==> config.mk <==
export PLATFORM = sky130hd
export DESIGN_NAME = ctx_retention_ctrl
export DESIGN_NICKNAME = d
export VERILOG_FILES = /design/src/rtl/ctx_ret_pkg.sv /design/src/rtl/ctx_ret_dp.sv /design/src/rtl/ctx_ret_ctrl.sv /design/src/rtl/ctx_retention_ctrl.sv
export SDC_FILE = /design/constraint.sdc
export NUM_CORES = 1
export LEC_CHECK = 0
export BUFFER_PORTS_ARGS = -buffer_cell sky130_fd_sc_hd__buf_2
export CAP_MARGIN = 15
export CORE_MARGIN = 2
export CORE_UTILIZATION = 60
export DETAILED_ROUTE_END_ITERATION = 16
export MAX_ROUTING_LAYER = met4
export PLACE_DENSITY_LB_ADDON = 0.25
export SETUP_SLACK_MARGIN = 0.05
export SLEW_MARGIN = 20
export SYNTH_ARGS = -nofsm -noshare
export SYNTH_HDL_FRONTEND = slang
export SYNTH_SLANG_ARGS = --single-unit
==> constraint.sdc <==
create_clock -name clk -period 5.6 [get_ports clk]
set_clock_uncertainty 0.2 [all_clocks]
set_input_delay 1.12 -clock clk [delete_from_list [all_inputs] [get_ports clk]]
set_output_delay 1.12 -clock clk [all_outputs]
set_load 0.02 [all_outputs]
==> src/rtl/ctx_ret_pkg.sv <==
package ctx_ret_pkg;

  typedef enum logic [2:0] {
    ST_IDLE,
    ST_SAVE,
    ST_LOAD,
    ST_ISO,
    ST_GATED,
    ST_UNGATE
  } ctlState_t;

  // Strobes from control to datapath
  typedef struct packed {
    logic save;      // write liveIn into layer 'layer'
    logic restore;   // copy layer 'layer' to liveOut
    logic layer;     // selected layer
    logic gateTick;  // one pulse per entry into gating
  } dpCmd_t;

endpackage

==> src/rtl/ctx_ret_dp.sv <==
module ctx_ret_dp
  import ctx_ret_pkg::*;
#(
  parameter int REG_W = 16,
  parameter int CNT_W = 18
) (
  input  logic             clk,
  input  logic             rstN,
  input  dpCmd_t           cmd,
  input  logic [REG_W-1:0] liveIn,
  input  logic [CNT_W-1:0] refreshThresh,
  input  logic             refreshAck,
  output logic [REG_W-1:0] liveOut,
  output logic             liveLoad,
  output logic [1:0]       validBits,
  output logic             refreshReq
);

  localparam int LAYERS = 2;

  logic [REG_W-1:0] layerData [LAYERS];
  logic [CNT_W-1:0] gateCount;
  logic [CNT_W-1:0] gateNext;

  // Behavioural retention layers, one per context
  for (genvar l = 0; l < LAYERS; l++) begin : g_layer
    always_ff @(posedge clk or negedge rstN) begin
      if (!rstN) begin
        layerData[l] <= '0;
        validBits[l] <= 1'b0;
      end else if (cmd.save && (cmd.layer == l[0])) begin
        layerData[l] <= liveIn;
        validBits[l] <= 1'b1;
      end
    end
  end

  always_ff @(posedge clk or negedge rstN) begin
    if (!rstN) begin
      liveOut  <= '0;
      liveLoad <= 1'b0;
    end else begin
      liveLoad <= cmd.restore;
      if (cmd.restore) liveOut <= layerData[cmd.layer];
    end
  end

  assign gateNext = gateCount + 1'b1;

  always_ff @(posedge clk or negedge rstN) begin
    if (!rstN) begin
      gateCount  <= '0;
      refreshReq <= 1'b0;
    end else begin
      if (refreshAck) refreshReq <= 1'b0;
      if (cmd.gateTick) begin
        if (gateNext >= refreshThresh) begin
          gateCount  <= '0;
          refreshReq <= 1'b1;
        end else begin
          gateCount <= gateNext;
        end
      end
    end
  end

  // A layer becomes valid only by a save
  AST_VALID_BY_SAVE: assert property (@(posedge clk) disable iff (!rstN)
    $rose(validBits[0]) |-> $past(cmd.save) && !$past(cmd.layer));

  AST_LOAD_ONLY_VALID: assert property (@(posedge clk) disable iff (!rstN)
    cmd.restore |-> validBits[cmd.layer]);

endmodule

==> src/rtl/ctx_ret_ctrl.sv <==
module ctx_ret_ctrl
  import ctx_ret_pkg::*;
#(
  parameter int BK_CYC = 8,
  parameter int RE_CYC = 9
) (
  input  logic       clk,
  input  logic       rstN,
  input  logic       swReq,
  input  logic       swTarget,
  input  logic       sleepReq,
  input  logic       wakeReq,
  input  logic [1:0] validBits,
  output dpCmd_t     cmd,
  output logic [1:0] bkStrobe,
  output logic [1:0] reStrobe,
  output logic       powerGateEn,
  output logic       isolateEn,
  output logic       curCtx,
  output logic       ready,
  output logic       swAck,
  output logic       restoreErr
);

  localparam int MAXC = (BK_CYC > RE_CYC) ? BK_CYC : RE_CYC;
  localparam int CW   = $clog2(MAXC + 1);
  localparam logic [CW-1:0] BK_LAST = CW'(BK_CYC - 1);
  localparam logic [CW-1:0] RE_LAST = CW'(RE_CYC - 1);

  ctlState_t     state;
  logic [CW-1:0] winCnt;
  logic          tgtCtx;
  logic          sleepOp;
  logic          pendSw, pendTgt, pendSleep, pendWake;
  logic          takeSw, takeSleep, takeWake;

  assign takeSw    = (state == ST_IDLE) && pendSw;
  assign takeSleep = (state == ST_IDLE) && !pendSw && pendSleep;
  assign takeWake  = (state == ST_GATED) && pendWake;

  // Pending request latches; a fresh pulse wins over consumption
  always_ff @(posedge clk or negedge rstN) begin
    if (!rstN) begin
      pendSw    <= 1'b0;
      pendTgt   <= 1'b0;
      pendSleep <= 1'b0;
      pendWake  <= 1'b0;
    end else begin
      if (takeSw) pendSw <= 1'b0;
      if (swReq) begin
        pendSw  <= 1'b1;
        pendTgt <= swTarget;
      end
      if (takeSleep) pendSleep <= 1'b0;
      if (sleepReq) pendSleep <= 1'b1;
      if (takeWake) pendWake <= 1'b0;
      if (wakeReq && state != ST_IDLE && sleepOp) pendWake <= 1'b1;
    end
  end

  always_ff @(posedge clk or negedge rstN) begin
    if (!rstN) begin
      state      <= ST_IDLE;
      winCnt     <= '0;
      curCtx     <= 1'b0;
      tgtCtx     <= 1'b0;
      sleepOp    <= 1'b0;
      swAck      <= 1'b0;
      restoreErr <= 1'b0;
    end else begin
      swAck <= 1'b0;
      unique case (state)
        ST_IDLE: begin
          if (takeSw) begin
            restoreErr <= 1'b0;
            sleepOp    <= 1'b0;
            if (pendTgt == curCtx) begin
              swAck <= 1'b1;
            end else begin
              tgtCtx <= pendTgt;
              winCnt <= BK_LAST;
              state  <= ST_SAVE;
            end
          end else if (takeSleep) begin
            restoreErr <= 1'b0;
            sleepOp    <= 1'b1;
            winCnt     <= BK_LAST;
            state      <= ST_SAVE;
          end
        end
        ST_SAVE: begin
          if (winCnt != '0) begin
            winCnt <= winCnt - 1'b1;
          end else if (sleepOp) begin
            state <= ST_ISO;
          end else if (validBits[tgtCtx]) begin
            winCnt <= RE_LAST;
            state  <= ST_LOAD;
          end else begin
            restoreErr <= 1'b1;
            curCtx     <= tgtCtx;
            swAck      <= 1'b1;
            state      <= ST_IDLE;
          end
        end
        ST_LOAD: begin
          if (winCnt != '0) begin
            winCnt <= winCnt - 1'b1;
          end else begin
            curCtx <= tgtCtx;
            swAck  <= !sleepOp;
            state  <= ST_IDLE;
          end
        end
        ST_ISO:   state <= ST_GATED;
        ST_GATED: if (takeWake) state <= ST_UNGATE;
        ST_UNGATE: begin
          tgtCtx <= curCtx;
          winCnt <= RE_LAST;
          state  <= ST_LOAD;
        end
        default: state <= ST_IDLE;
      endcase
    end
  end

  always_comb begin
    cmd.save     = (state == ST_SAVE) && (winCnt == '0);
    cmd.restore  = (state == ST_LOAD) && (winCnt == '0);
    cmd.layer    = (state == ST_SAVE) ? curCtx : tgtCtx;
    cmd.gateTick = (state == ST_ISO);
  end

  assign bkStrobe    = (state == ST_SAVE) ? (curCtx ? 2'b10 : 2'b01) : 2'b00;
  assign reStrobe    = (state == ST_LOAD) ? (tgtCtx ? 2'b10 : 2'b01) : 2'b00;
  assign isolateEn   = (state == ST_ISO) || (state == ST_GATED) || (state == ST_UNGATE);
  assign powerGateEn = (state == ST_GATED);
  assign ready       = (state == ST_IDLE);

  AST_GATE_UNDER_ISO: assert property (@(posedge clk) disable iff (!rstN)
    $rose(powerGateEn) |-> $past(isolateEn));

  AST_ISO_AFTER_GATE: assert property (@(posedge clk) disable iff (!rstN)
    $fell(isolateEn) |-> !$past(powerGateEn));

  AST_ONE_STROBE: assert property (@(posedge clk) disable iff (!rstN)
    $onehot0({bkStrobe, reStrobe}));

  AST_READY_QUIET: assert property (@(posedge clk) disable iff (!rstN)
    ready |-> (bkStrobe == 2'b00) && (reStrobe == 2'b00) && !powerGateEn);

  AST_CTX_STABLE_GATED: assert property (@(posedge clk) disable iff (!rstN)
    powerGateEn |-> $stable(curCtx));

endmodule

==> src/rtl/ctx_retention_ctrl.sv <==
module ctx_retention_ctrl
  import ctx_ret_pkg::*;
#(
  parameter int REG_W  = 16,
  parameter int BK_CYC = 8,
  parameter int RE_CYC = 9,
  parameter int CNT_W  = 18
) (
  input  logic             clk,
  input  logic             rstN,
  input  logic             swReq,
  input  logic             swTarget,
  input  logic             sleepReq,
  input  logic             wakeReq,
  input  logic [REG_W-1:0] liveIn,
  input  logic [CNT_W-1:0] refreshThresh,
  input  logic             refreshAck,
  output logic [REG_W-1:0] liveOut,
  output logic             liveLoad,
  output logic [1:0]       bkStrobe,
  output logic [1:0]       reStrobe,
  output logic             powerGateEn,
  output logic             isolateEn,
  output logic             curCtx,
  output logic             ready,
  output logic             swAck,
  output logic             restoreErr,
  output logic             refreshReq
);

  dpCmd_t     cmd;
  logic [1:0] validBits;

  ctx_ret_ctrl #(.BK_CYC(BK_CYC), .RE_CYC(RE_CYC)) u_ctrl (
    .clk(clk), .rstN(rstN), .swReq(swReq), .swTarget(swTarget),
    .sleepReq(sleepReq), .wakeReq(wakeReq), .validBits(validBits),
    .cmd(cmd), .bkStrobe(bkStrobe), .reStrobe(reStrobe),
    .powerGateEn(powerGateEn), .isolateEn(isolateEn), .curCtx(curCtx),
    .ready(ready), .swAck(swAck), .restoreErr(restoreErr)
  );

  ctx_ret_dp #(.REG_W(REG_W), .CNT_W(CNT_W)) u_dp (
    .clk(clk), .rstN(rstN), .cmd(cmd), .liveIn(liveIn),
    .refreshThresh(refreshThresh), .refreshAck(refreshAck),
    .liveOut(liveOut), .liveLoad(liveLoad), .validBits(validBits),
    .refreshReq(refreshReq)
  );

  AST_GATE_AFTER_SAVE: assert property (@(posedge clk) disable iff (!rstN)
    $rose(powerGateEn) |-> validBits[curCtx]);

  AST_REFRESH_ON_GATE: assert property (@(posedge clk) disable iff (!rstN)
    $rose(refreshReq) |-> powerGateEn);

  AST_LOAD_NO_ERR: assert property (@(posedge clk) disable iff (!rstN)
    liveLoad |-> !restoreErr);

endmodule

; Word level (Yosys, flattened, before mapping)
; Cells that the tools add are included.
[word_totals]
out_inout_bits = 28
word_cells = 135
register_bits = 86
[classes]
eq_ne = 18
bitwise_logic = 2
muxes = 59
n_lt_le_gt_ge = 3
n_reduce_logical = 32
add_sub_neg = 2
[op_table]
columns = cell, count
row1 = $mux 16, 3
row2 = $mux 1, 30
row3 = $mux 4, 7
row4 = $mux 3, 7
row5 = $add 18x1->18 const B, 1
row6 = $ge 18x18->1, 1
row7 = $mux 18, 1
row8 = $pmux 3 s6, 1
row9 = $pmux 4 s4, 1
row10 = $reduce_and 5->1, 3
row11 = $reduce_bool 2->1, 7
row12 = $logic_and 1x1->1, 10
row13 = $mux 2, 5
row14 = $ne 2x2->1 const B, 5
row15 = $reduce_bool 4->1, 2
row16 = $eq 3x2->1 const B, 2
row17 = $eq 3x3->1 const B, 2
row18 = $ne 2x1->1 const B, 3
row19 = $ne 3x1->1 const B, 2
row20 = $ne 3x3->1 const B, 2
row21 = $pmux 1 s2, 3
row22 = $reduce_and 6->1, 1
row23 = $logic_not 4->1, 1
row24 = $sub 4x1->4 const B, 1
row25 = other kinds (13), 15

; Depth between registers and ports, before layout
; Gate-level depths: netlist of the first run.
[logic_depth]
word_depth = 6
mapped_depth = 13

; Cells and area by module
; From an unflattened synthesis of the first run, not the netlist that was laid out.
[unflattened]
hier_cells = 443
hier_area_um2 = 4764.6
[by_module_without_submodules]
columns = mod, area_each_um2, instances, cells_per_inst
row1 = ctx_ret_dp, 3703.6, 1, 335
row2 = ctx_ret_ctrl, 1061.0, 1, 108

; Least setup slack after synthesis of the first run
; OpenSTA, ideal clock, no wires.
[synth_timing]
path_kind = register to register
start = register u_dp.gateCount[0]
end = register u_dp.gateCount[11]
path_slack_ns = 2.416
stages_incl_launch_ff = 13
synth_period_minus_slack_ns = 3.184
setup_time_ns = 0.126
arrival_ns = 2.858
path_cell_list = dfrtp_1 -> ha_1 -> nand2_1 -> or3_1 -> nor3_2 -> xor2_1 -> ha_1 -> a21oi_1 -> a21boi_0 -> a211o_1 -> clkbuf_1 -> nor2_1 -> a221o_1
[synth_via]
elab_chain_cells = 3
[synth_rtl]
columns = item, line
row1 = from (decl), ctx_ret_dp.sv:22  ; logic [CNT_W-1:0] gateCount;
row2 = from (signal assigned), ctx_ret_dp.sv:61  ; gateCount <= gateNext;
row3 = $add 18x1->18 (*), ctx_ret_dp.sv:48  ; assign gateNext = gateCount + 1'b1;
row4 = $ge 18x18->1, ctx_ret_dp.sv:57  ; if (gateNext >= refreshThresh) begin
row5 = $mux 18 (*), ctx_ret_dp.sv:57
; Mark *: on every way between the ends. The rest lies on a longest branch, timed or not.
; A chain may end at the register's enable or synchronous reset.

; Final worst setup path of the first run
[layout_timing]
start = register u_dp.gateCount[0]
end = register u_dp.gateCount[3]
; The elaborated chain is that of the path after synthesis.

==> results of run 1 <==
-- cell families after synthesis --
family / count (synthesis)
AOI/OAI and AO/OA: 93
xor gates and xnor gates: 18
muxes: 51
adders and majority gates: 21
and+or+nand+nor: 130
DFF: 86
buffers and inverters: 48
-- per-stage QoR --
step	std cells	hold slack [ns]	util [%]	power (mW)	cell area, um2
6_report	612	0.281	68.4	2.37	5200
5_1_grt	612	0.317	68.4	2.54	5200
4_1_cts	612	0.281	68.3	2.39	5200
3_5_place_dp	597	0.260	65.7	1.93	5000
3_3_place_gp	597	0.254	65.7	1.89	5000
2_1_floorplan	447	0.234	-	1.72	4650
-- worst min-delay path: stages (launching register included) --
cell     delay (ns)
dfrtp_1        0.35
nand2_1        0.05
o21ai_0        0.06
-- cell usage after synthesis, types with 2 or more instances --
cell	n
o221ai_1	2
xnor2_1	8
a21oi_1	13
o21ai_0	22
or3_1	3
o31ai_1	7
a221o_1	5
o22ai_1	3
a31o_2	2
nor2_1	21
and2_1	4
a21o_1	4
nand2b_1	6
nand2_2	2
dfrtp_1	86
inv_1	25
nor4_1	4
a31oi_1	4
o21a_1	2
mux2i_1	17
and4_1	2
a211oi_1	2
ha_1	21
inv_2	2
a22o_1	7
nand2_1	43
nor3_1	11
o21ai_1	10
and3_1	2
nand3_1	13
nor3_2	2
nor4b_1	2
buf_6	3
clkbuf_1	9
xor2_1	10
mux2_2	34
nand4_1	6
buf_2	7
-- sequential cells by signal, summed over array words and instances (netlist names), 2 cells and up --
signal,count
u_dp.liveOut,16
u_ctrl.winCnt,4
u_dp.layerData,32
u_dp.validBits,2
u_ctrl.state,3
u_dp.gateCount,18
-- per-layer routing --
layer  GRT usage (%)  up-vias
met4            7.21        0
met5               -        -
met3            4.27        8
met2            40.2       83
li1                -     1714
met1            32.9     1727
-- power by group through the flow --
stage	registers (mW)	clock network, mW	logic, mW
6_report	0.977	0.449	0.947
5_1_grt	1.01	0.484	1.05
4_1_cts	0.976	0.464	0.948
3_5_place_dp	0.988	0	0.945
3_3_place_gp	0.975	0	0.915
2_1_floorplan	0.993	0	0.726
-- final cells by class --
type	count	area [um2]
Timing Repair Buffer	69	354
Tap cell	102	128
Fill cell	609	2400
Sequential cell	86	2150
Clock buffer	10	138
Inverter	27	101
Multi-Input combinational cell	313	2270
Clock inverter	5	63.8
-- path summary, 6_finish.rpt --
path,depth (start not counted),from,end,slack (ns)
max,10,u_dp.gateCount[0],u_dp.gateCount[3],1.84
min,2,u_dp.liveOut[2],u_dp.liveOut[2],0.28
max reg2reg,10,u_dp.gateCount[0],u_dp.gateCount[3],1.84
min reg2reg,2,u_dp.liveOut[2],u_dp.liveOut[2],0.28
max in group asynchronous,1,rstN,u_dp.gateCount[6],4.08
min in group asynchronous,1,rstN,u_ctrl.pendSw,0.61
==> flow_summary.toml, run 1 <==
[synth]
synthArstFlopShare_pct = 100
synth_area_um2 = 4650
syn_area_per_cell_um2 = 10.4
yosys_warnings = 0
yosys.area_share.simple_pct = 14.4
synth_flop_cell = "dfrtp_1"
syn_nets = 509
yosysUniqueCellTypes = 59
synth-seq-cells = 86
muxShareOfSynthArea_pct = 11.9
netlist_instances = 447
synth_top_family_by_area = "simple AND/OR/NAND/NOR gates"
synth_edf_count = 0
ys_seq_area_share_pct = 46.3
synth_compound_area_share_pct = 13.4
synth_top_area_share_pct = 46.3
synth_xor_xnor_area_share_pct = 3.39
synth_area_leader_cell = "dfrtp_1"
synth-adder-area-share_pct = 5.65
synth.area.top_cells = "dfrtp_1 (46%), mux2_2 (8.2%), ha_1 (5.7%)"

[clock_network]
cts.repair.resized = 0
hold_buffers = 0
cts_buffers = 9
cts_buffer_depth = 2
cts_root_buf = "clkbuf_8"
clk_pin_slew_ns = 0.08
cts_tree = "yes"
clk_latency_ns = 0.35
post_cts_buffers = 0
clock-sinks = 86
htreeDepth = 3

[worst_setup_path]
path_max_fanout = 16
crit_required_ns = 5.63
slowest_stage = "o311a_1"
worstSetupEndpointType = "flip-flop"
worst-setup-path-type = "flip-flop to flip-flop"
worst_path_dominant_cell_family = "simple AND/OR/NAND/NOR gates"
cp.arrival_ns = 3.79
critPathMaxStageDelay_ns = 0.60
critPathBufInv = 0
crit_chain = "ha_1 > nand2_1 > or3_1 > nor3_2 > xor2_1 > ha_1 > and4_1 > o311a_1 > nor2_1 > a221o_1"
cp_common_cell = "ha_1"
cp-start-kind = "flip-flop"

[timing]
setup_tns_ns = 0
final-max-slew-violation-count = 0
setup_ws_ns = 1.84
tightest_slew_ns = 0.875
rsz0062_at_grt = "no"
max-slew-margin-rel_pct = 41.4
hold_viol = 0
finalCriticalPeriod_ns = 3.76
final-setup-viol-count = 0
fin_crit_sh_pct = 67.2
max_freq_ghz = 0.266

[global_route]
grt-ovfl-total = 0
grt_pass1_vias = 3406
antenna_found_initial = 0
grt_max_degree = 87
track_usage_pct = 25.0
grt_pass1_wl_um = 16300

[power]
intPower_mw = 1.45
ir_worst_vdd_uv = 213
clock_power_share_pct = 18.9
p_per_area_nw_per_um2 = 456
p_leak_nw = 2.61
seq_power_share_pct = 41.2
p_sw_share_pct = 39.0
switching_power_uw = 925
p_comb_share_pct = 39.9

[routing]
drt-met1-wl_um = 4320
postRouteWirelength_um = 9640
postRouteAntennaNets = 0
drcViolationCount = 0
drtIter0Drc = 152
vias = 3532
wl_met2_um = 4880
vias_per_cell = 5.77
dr.max_layer_used = "met4"
wire_per_inst_um = 15.8
drt_pass1_iterations = 4
wl_met3_um = 351

[floorplanning]
core_um2 = 7610
fp-row-count = 32
dieArea_um2 = 8470
ioPinCount = 69
start_util_pct = 61.1
die_h_um = 92.0
die_w_um = 92.0

[flow_run]
cap_viol_max_count = 0

[run_status]
outcome = "finished clean"

[final_layout]
final_net_count = 568
syn_to_final_growth_pct = 12.0
diodes = 0
final_common_cell = "dfrtp_1"
drive_gt1_share_pct = 26.3
layout_common_cells = "dfrtp_1 (86), buf_2 (67), nand2_1 (42), mux2_2 (34), inv_1 (25)"

[placed_design]
port_buffers = 68
dp_slack_ns = 1.87
gp_congestion = 0.894
hpwl_um = 6770

[hold_path]
hp-class = "flip-flop to flip-flop"
Note: power is estimated with default switching activity, not from simulation.
==> inputs of run 2 (changes only) <==
- CORE_UTILIZATION: 60 -> 57
- clock period: 5.6 -> 3.7 ns (I/O delays scaled with it)
==> flow_summary.toml, run 2 (synthesis results as in run 1) <==
[run_status]
outcome = "finished clean"

[timing]
max-slew-margin-rel_pct = 40.9
final-setup-viol-count = 0
tightest_slew_ns = 0.884
max_freq_ghz = 0.295
setup_ws_ns = 0.312
rsz0062_at_grt = "no"
final-max-slew-violation-count = 0
hold_viol = 0
fin_crit_sh_pct = 91.6
setup_tns_ns = 0
finalCriticalPeriod_ns = 3.39

[worst_setup_path]
rr_worst_depth = 12
critPathMaxStageDelay_ns = 0.48
rrSetupSlack_ns = 0.31
worstSetupEndpointType = "flip-flop"
worst-setup-path-type = "flip-flop to flip-flop"
cp.arrival_ns = 3.45
slowest_stage = "o311a_2"
cp-start-kind = "flip-flop"
crit_start = "u_dp.gateCount[0]"
crit_chain = "ha_1 > nand2_1 > nor2_1 > and3_1 > xor2_1 > ha_1 > o21ai_0 > o21bai_1 > o311a_2 > buf_4 > nand2b_1 > o21ai_0"
r2r-end = "u_dp.gateCount[1]"
rr_startpoint = "u_dp.gateCount[0]"
crit_required_ns = 3.76
path_max_fanout = 8
cp-endpoint = "u_dp.gateCount[1]"

[flow_run]
cap_viol_max_count = 0

[final_layout]
final_common_cell = "dfrtp_1"
drive_gt1_share_pct = 27.5
syn_to_final_growth_pct = 13.0
regArea_um2 = 2150
layout_common_cells = "dfrtp_1 (86), buf_2 (67), nand2_1 (43), mux2_2 (34), inv_1 (25)"
stdcell_count = 619
multi_input_comb_area_um2 = 2270
final_net_count = 575
diodes = 0
top_register = "u_dp.layerData"
fillCellCount = 634
largest_reg_flops = 32
post-route-util_pct = 67.3
reg.largest.list = "u_dp.layerData (32), u_dp.gateCount (18), u_dp.liveOut (16)"

[power]
p_sw_share_pct = 39.2
switching_power_mw = 1.40
p_comb_share_pct = 40.2
seq_power_share_pct = 41.2
p_per_area_nw_per_um2 = 682
ir_worst_vdd_uv = 342
p_leak_nw = 2.64
intPower_mw = 2.18
clock_power_share_pct = 18.6

[clock_network]
clk_pin_slew_ns = 0.09
clock-sinks = 86
clk_latency_ns = 0.35
post_cts_buffers = 0
cts_root_buf = "clkbuf_8"
htreeDepth = 3
cts_buffer_depth = 2
cts_tree = "yes"
cts_buffers = 9
hold_buffers = 0
cts.repair.resized = 0

[placed_design]
dp_slack_ns = 0.192
hpwl_um = 7050
gp_congestion = 0.887
dp.cells = 604
port_buffers = 68

[floorplanning]
ioPinCount = 69
core_um2 = 7810
die_h_um = 94.3
die_w_um = 94.3
fp-row-count = 32
start_util_pct = 59.5
dieArea_um2 = 8890

[routing]
postRouteAntennaNets = 0
vias_per_cell = 5.77
wire_per_inst_um = 15.8
vias = 3573
drcViolationCount = 0
postRouteWirelength_um = 9770
drt_pass1_iterations = 4
drtIter0Drc = 127

[global_route]
grt-ovfl-total = 0
grt_max_degree = 87
grt_pass1_vias = 3583
track_usage_pct = 24.5
antenna_found_initial = 0
grt_pass1_wl_um = 16500

[hold_path]
hp-class = "primary input to async pin"
[run 2: metrics by stage]
step | hold WS, ns | power (mW) | instance area, um2
final | 0.231 | 3.58 | 5250
after global routing | 0.281 | 3.86 | 5250
after CTS | 0.280 | 3.60 | 5240
after detailed placement | 0.257 | 2.94 | 5050
after global placement | 0.253 | 2.87 | 5050
after floorplan | 0.234 | 2.60 | 4650
[run 2: worst min path at each step]
stage	endpoint	slack [ns]
final	u_ctrl.pendSw	0.23
after global routing	u_ctrl.pendSw	0.28
after CTS	u_dp.validBits[1]	0.28
after detailed placement	u_dp.validBits[1]	0.26
after global placement	u_dp.validBits[1]	0.25
after floorplan	u_dp.validBits[1]	0.23
[run 2: power groups by stage]
stage | Clock [mW] | Sequential (mW) | Combinational, mW
CTS | 0.675 | 1.48 | 1.45
global route | 0.720 | 1.52 | 1.62
global placement | 0 | 1.47 | 1.39
floorplan | 0 | 1.50 | 1.10
finish | 0.665 | 1.48 | 1.44
detailed placement | 0 | 1.50 | 1.44
[run 2: final cells by class]
| class | count | area share (%) |
|---|---|---|
| multi-input cells | 313 | 43.3 |
| clock buffers | 9 | 2.36 |
| well taps | 102 | 2.43 |
| flip-flops and latches | 86 | 41.0 |
| inverters | 27 | 1.93 |
| clock inverters | 6 | 1.31 |
| repair buffers | 76 | 7.74 |
[run 2: layer usage]
layer	wire, um	track usage (%)	part of all wire, %	up-vias
met1	4260	29.6	44	1735
met2	5080	42.1	52	99
met5	0	-	0	-
met3	332	3.53	3.4	10
met4	102	8.33	1.0	0
li1	-	-	-	1729
[run 2: worst max-delay path, delay by kind of cell, from the launching register on]
family,cells,cell delay (ns)
AO/OA/AOI/OAI,4,0.93
buffers and inverters,1,0.19
flip-flops,1,0.42
adder cells (fa/ha/maj),2,0.56
XOR/XNOR,1,0.21
AND/OR/NAND/NOR,4,0.79
==> inputs of run 3 (changes only) <==
- CORE_UTILIZATION: 57 -> 45
==> flow_summary.toml, run 3 (synthesis results as in run 1) <==
[clock_network]
cts_tree = "yes"
clock-sinks = 86
clk_latency_ns = 0.36
cts_root_buf = "clkbuf_8"
htreeDepth = 3
clk_pin_slew_ns = 0.09
cts_buffers = 9
cts_buffer_depth = 2

[final_layout]
diodes = 0
top_register = "u_dp.layerData"
reg.largest.list = "u_dp.layerData (32), u_dp.gateCount (18), u_dp.liveOut (16)"
drive_gt1_share_pct = 28.2
final_net_count = 579
final_common_cell = "dfrtp_1"
syn_to_final_growth_pct = 14.5
layout_common_cells = "dfrtp_1 (86), buf_2 (67), nand2_1 (43), mux2_2 (34), inv_1 (25)"
largest_reg_flops = 32

[global_route]
track_usage_pct = 19.8
grt_pass1_vias = 3551
antenna_found_initial = 0
grt_pass1_wl_um = 17100
grt_max_degree = 87
grt-ovfl-total = 0

[timing]
rsz0062_at_grt = "no"
final-max-slew-violation-count = 0
finalCriticalPeriod_ns = 3.43
fin_crit_sh_pct = 92.8
final-setup-viol-count = 0
hold_viol = 0
tightest_slew_ns = 0.905
setup_tns_ns = 0
max_freq_ghz = 0.291
max-slew-margin-rel_pct = 39.4

[worst_setup_path]
path_max_fanout = 8
r2r-end = "u_dp.gateCount[17]"
slowest_stage = "or3_1"
crit_start = "u_dp.gateCount[0]"
critPathMaxStageDelay_ns = 0.47
worst-setup-path-type = "flip-flop to flip-flop"
crit_required_ns = 3.80
rr_startpoint = "u_dp.gateCount[0]"
cp_common_cell = "nand2_1"
cp-start-kind = "flip-flop"
rrSetupSlack_ns = 0.27
worstSetupEndpointType = "flip-flop"
cp.arrival_ns = 3.53
crit_chain = "ha_2 > nand2_1 > or3_1 > nor2_1 > xnor2_1 > ha_1 > nand2_1 > o21ai_0 > a211o_2 > buf_4 > o31ai_1 > a22o_1"
rr_worst_depth = 12

[floorplanning]
dieArea_um2 = 11200
fp-row-count = 37
die_w_um = 106
core_um2 = 10200
die_h_um = 106
ioPinCount = 69
start_util_pct = 45.6

[routing]
drt_pass1_iterations = 4
drtIter0Drc = 235
drcViolationCount = 0
wire_per_inst_um = 15.2
postRouteWirelength_um = 10000
vias_per_cell = 5.42
vias = 3564
postRouteAntennaNets = 0

[placed_design]
port_buffers = 68
hpwl_um = 7070
gp_congestion = 0.907

[power]
p_total_mw = 3.59
p_per_area_nw_per_um2 = 674
ir_worst_vdd_uv = 327
p_leak_nw = 2.66

[hold_path]
hp-class = "primary input to async pin"

[flow_run]
cap_viol_max_count = 0

[run_status]
outcome = "finished clean"
## run 3: cell count changes in the layout (fill, tap and decap cells not counted)
cell     before  now
buf_4         8   12
ha_1         21   20
ha_2          0    1
nor2_1       21   20
nor2_2        1    2
nor3_2        1    2
nor3_4        2    1
o311a_1       0    1
o311a_2       1    0
## run 3: cell type report
type	instances	area [um2]
Sequential cell	86	2150
Fill cell	971	4860
Timing Repair Buffer	80	437
Tap cell	136	170
Multi-Input combinational cell	313	2270
Clock inverter	6	68.8
Inverter	27	101
Clock buffer	9	124
## run 3: worst max-delay path by stage
stage	end	slack, ns
4_1_cts	u_dp.gateCount[3]	0.21
3_3_place_gp	u_dp.gateCount[3]	0.27
6_report	u_dp.gateCount[17]	0.27
3_5_place_dp	u_dp.gateCount[17]	0.24
2_1_floorplan	u_dp.gateCount[3]	0.52
5_1_grt	u_dp.gateCount[5]	0.07
## run 3: power breakdown
part	switching, mW	internal (mW)
clock network	0.359	0.315
logic	0.807	0.635
registers	0.241	1.23
## run 3: repair_timing
item | in CTS | in global routing
hold buffers | 0 | 0
gates resized for setup | 0 | 3
buffers inserted | 0 | 0
endpoints found under the setup margin | 0 | 13
## run 3: worst max-delay path: cells and delay by family, from the launching register on
family	cells	cell delay, ns
DFF	1	0.44
buffers and inverters	1	0.18
AOI/OAI and AO/OA	4	0.89
xor gates and xnor gates	1	0.22
and+or+nand+nor	4	0.88
adders and majority gates	2	0.56
## run 3: through the flow
| step | utilization, % | instances | hold WS, ns | setup WS [ns] | cell area [um2] |
|---|---|---|---|---|---|
| floorplan | - | 447 | 0.234 | 0.516 | 4650 |
| global placement | 50.3 | 642 | 0.256 | 0.274 | 5120 |
| detailed placement | 50.3 | 642 | 0.262 | 0.240 | 5120 |
| CTS | 52.2 | 657 | 0.284 | 0.214 | 5310 |
| global route | 52.3 | 657 | 0.256 | 0.0654 | 5320 |
| finish | 52.3 | 657 | 0.201 | 0.267 | 5320 |
## run 3: routing by layer
layer | track usage [%] | up-vias | wire (um)
li1 | - | 1740 | -
met1 | 25.4 | 1728 | 4560
met2 | 32.0 | 82 | 4890
met3 | 2.97 | 14 | 375
met4 | 6.95 | 0 | 178
met5 | - | - | 0
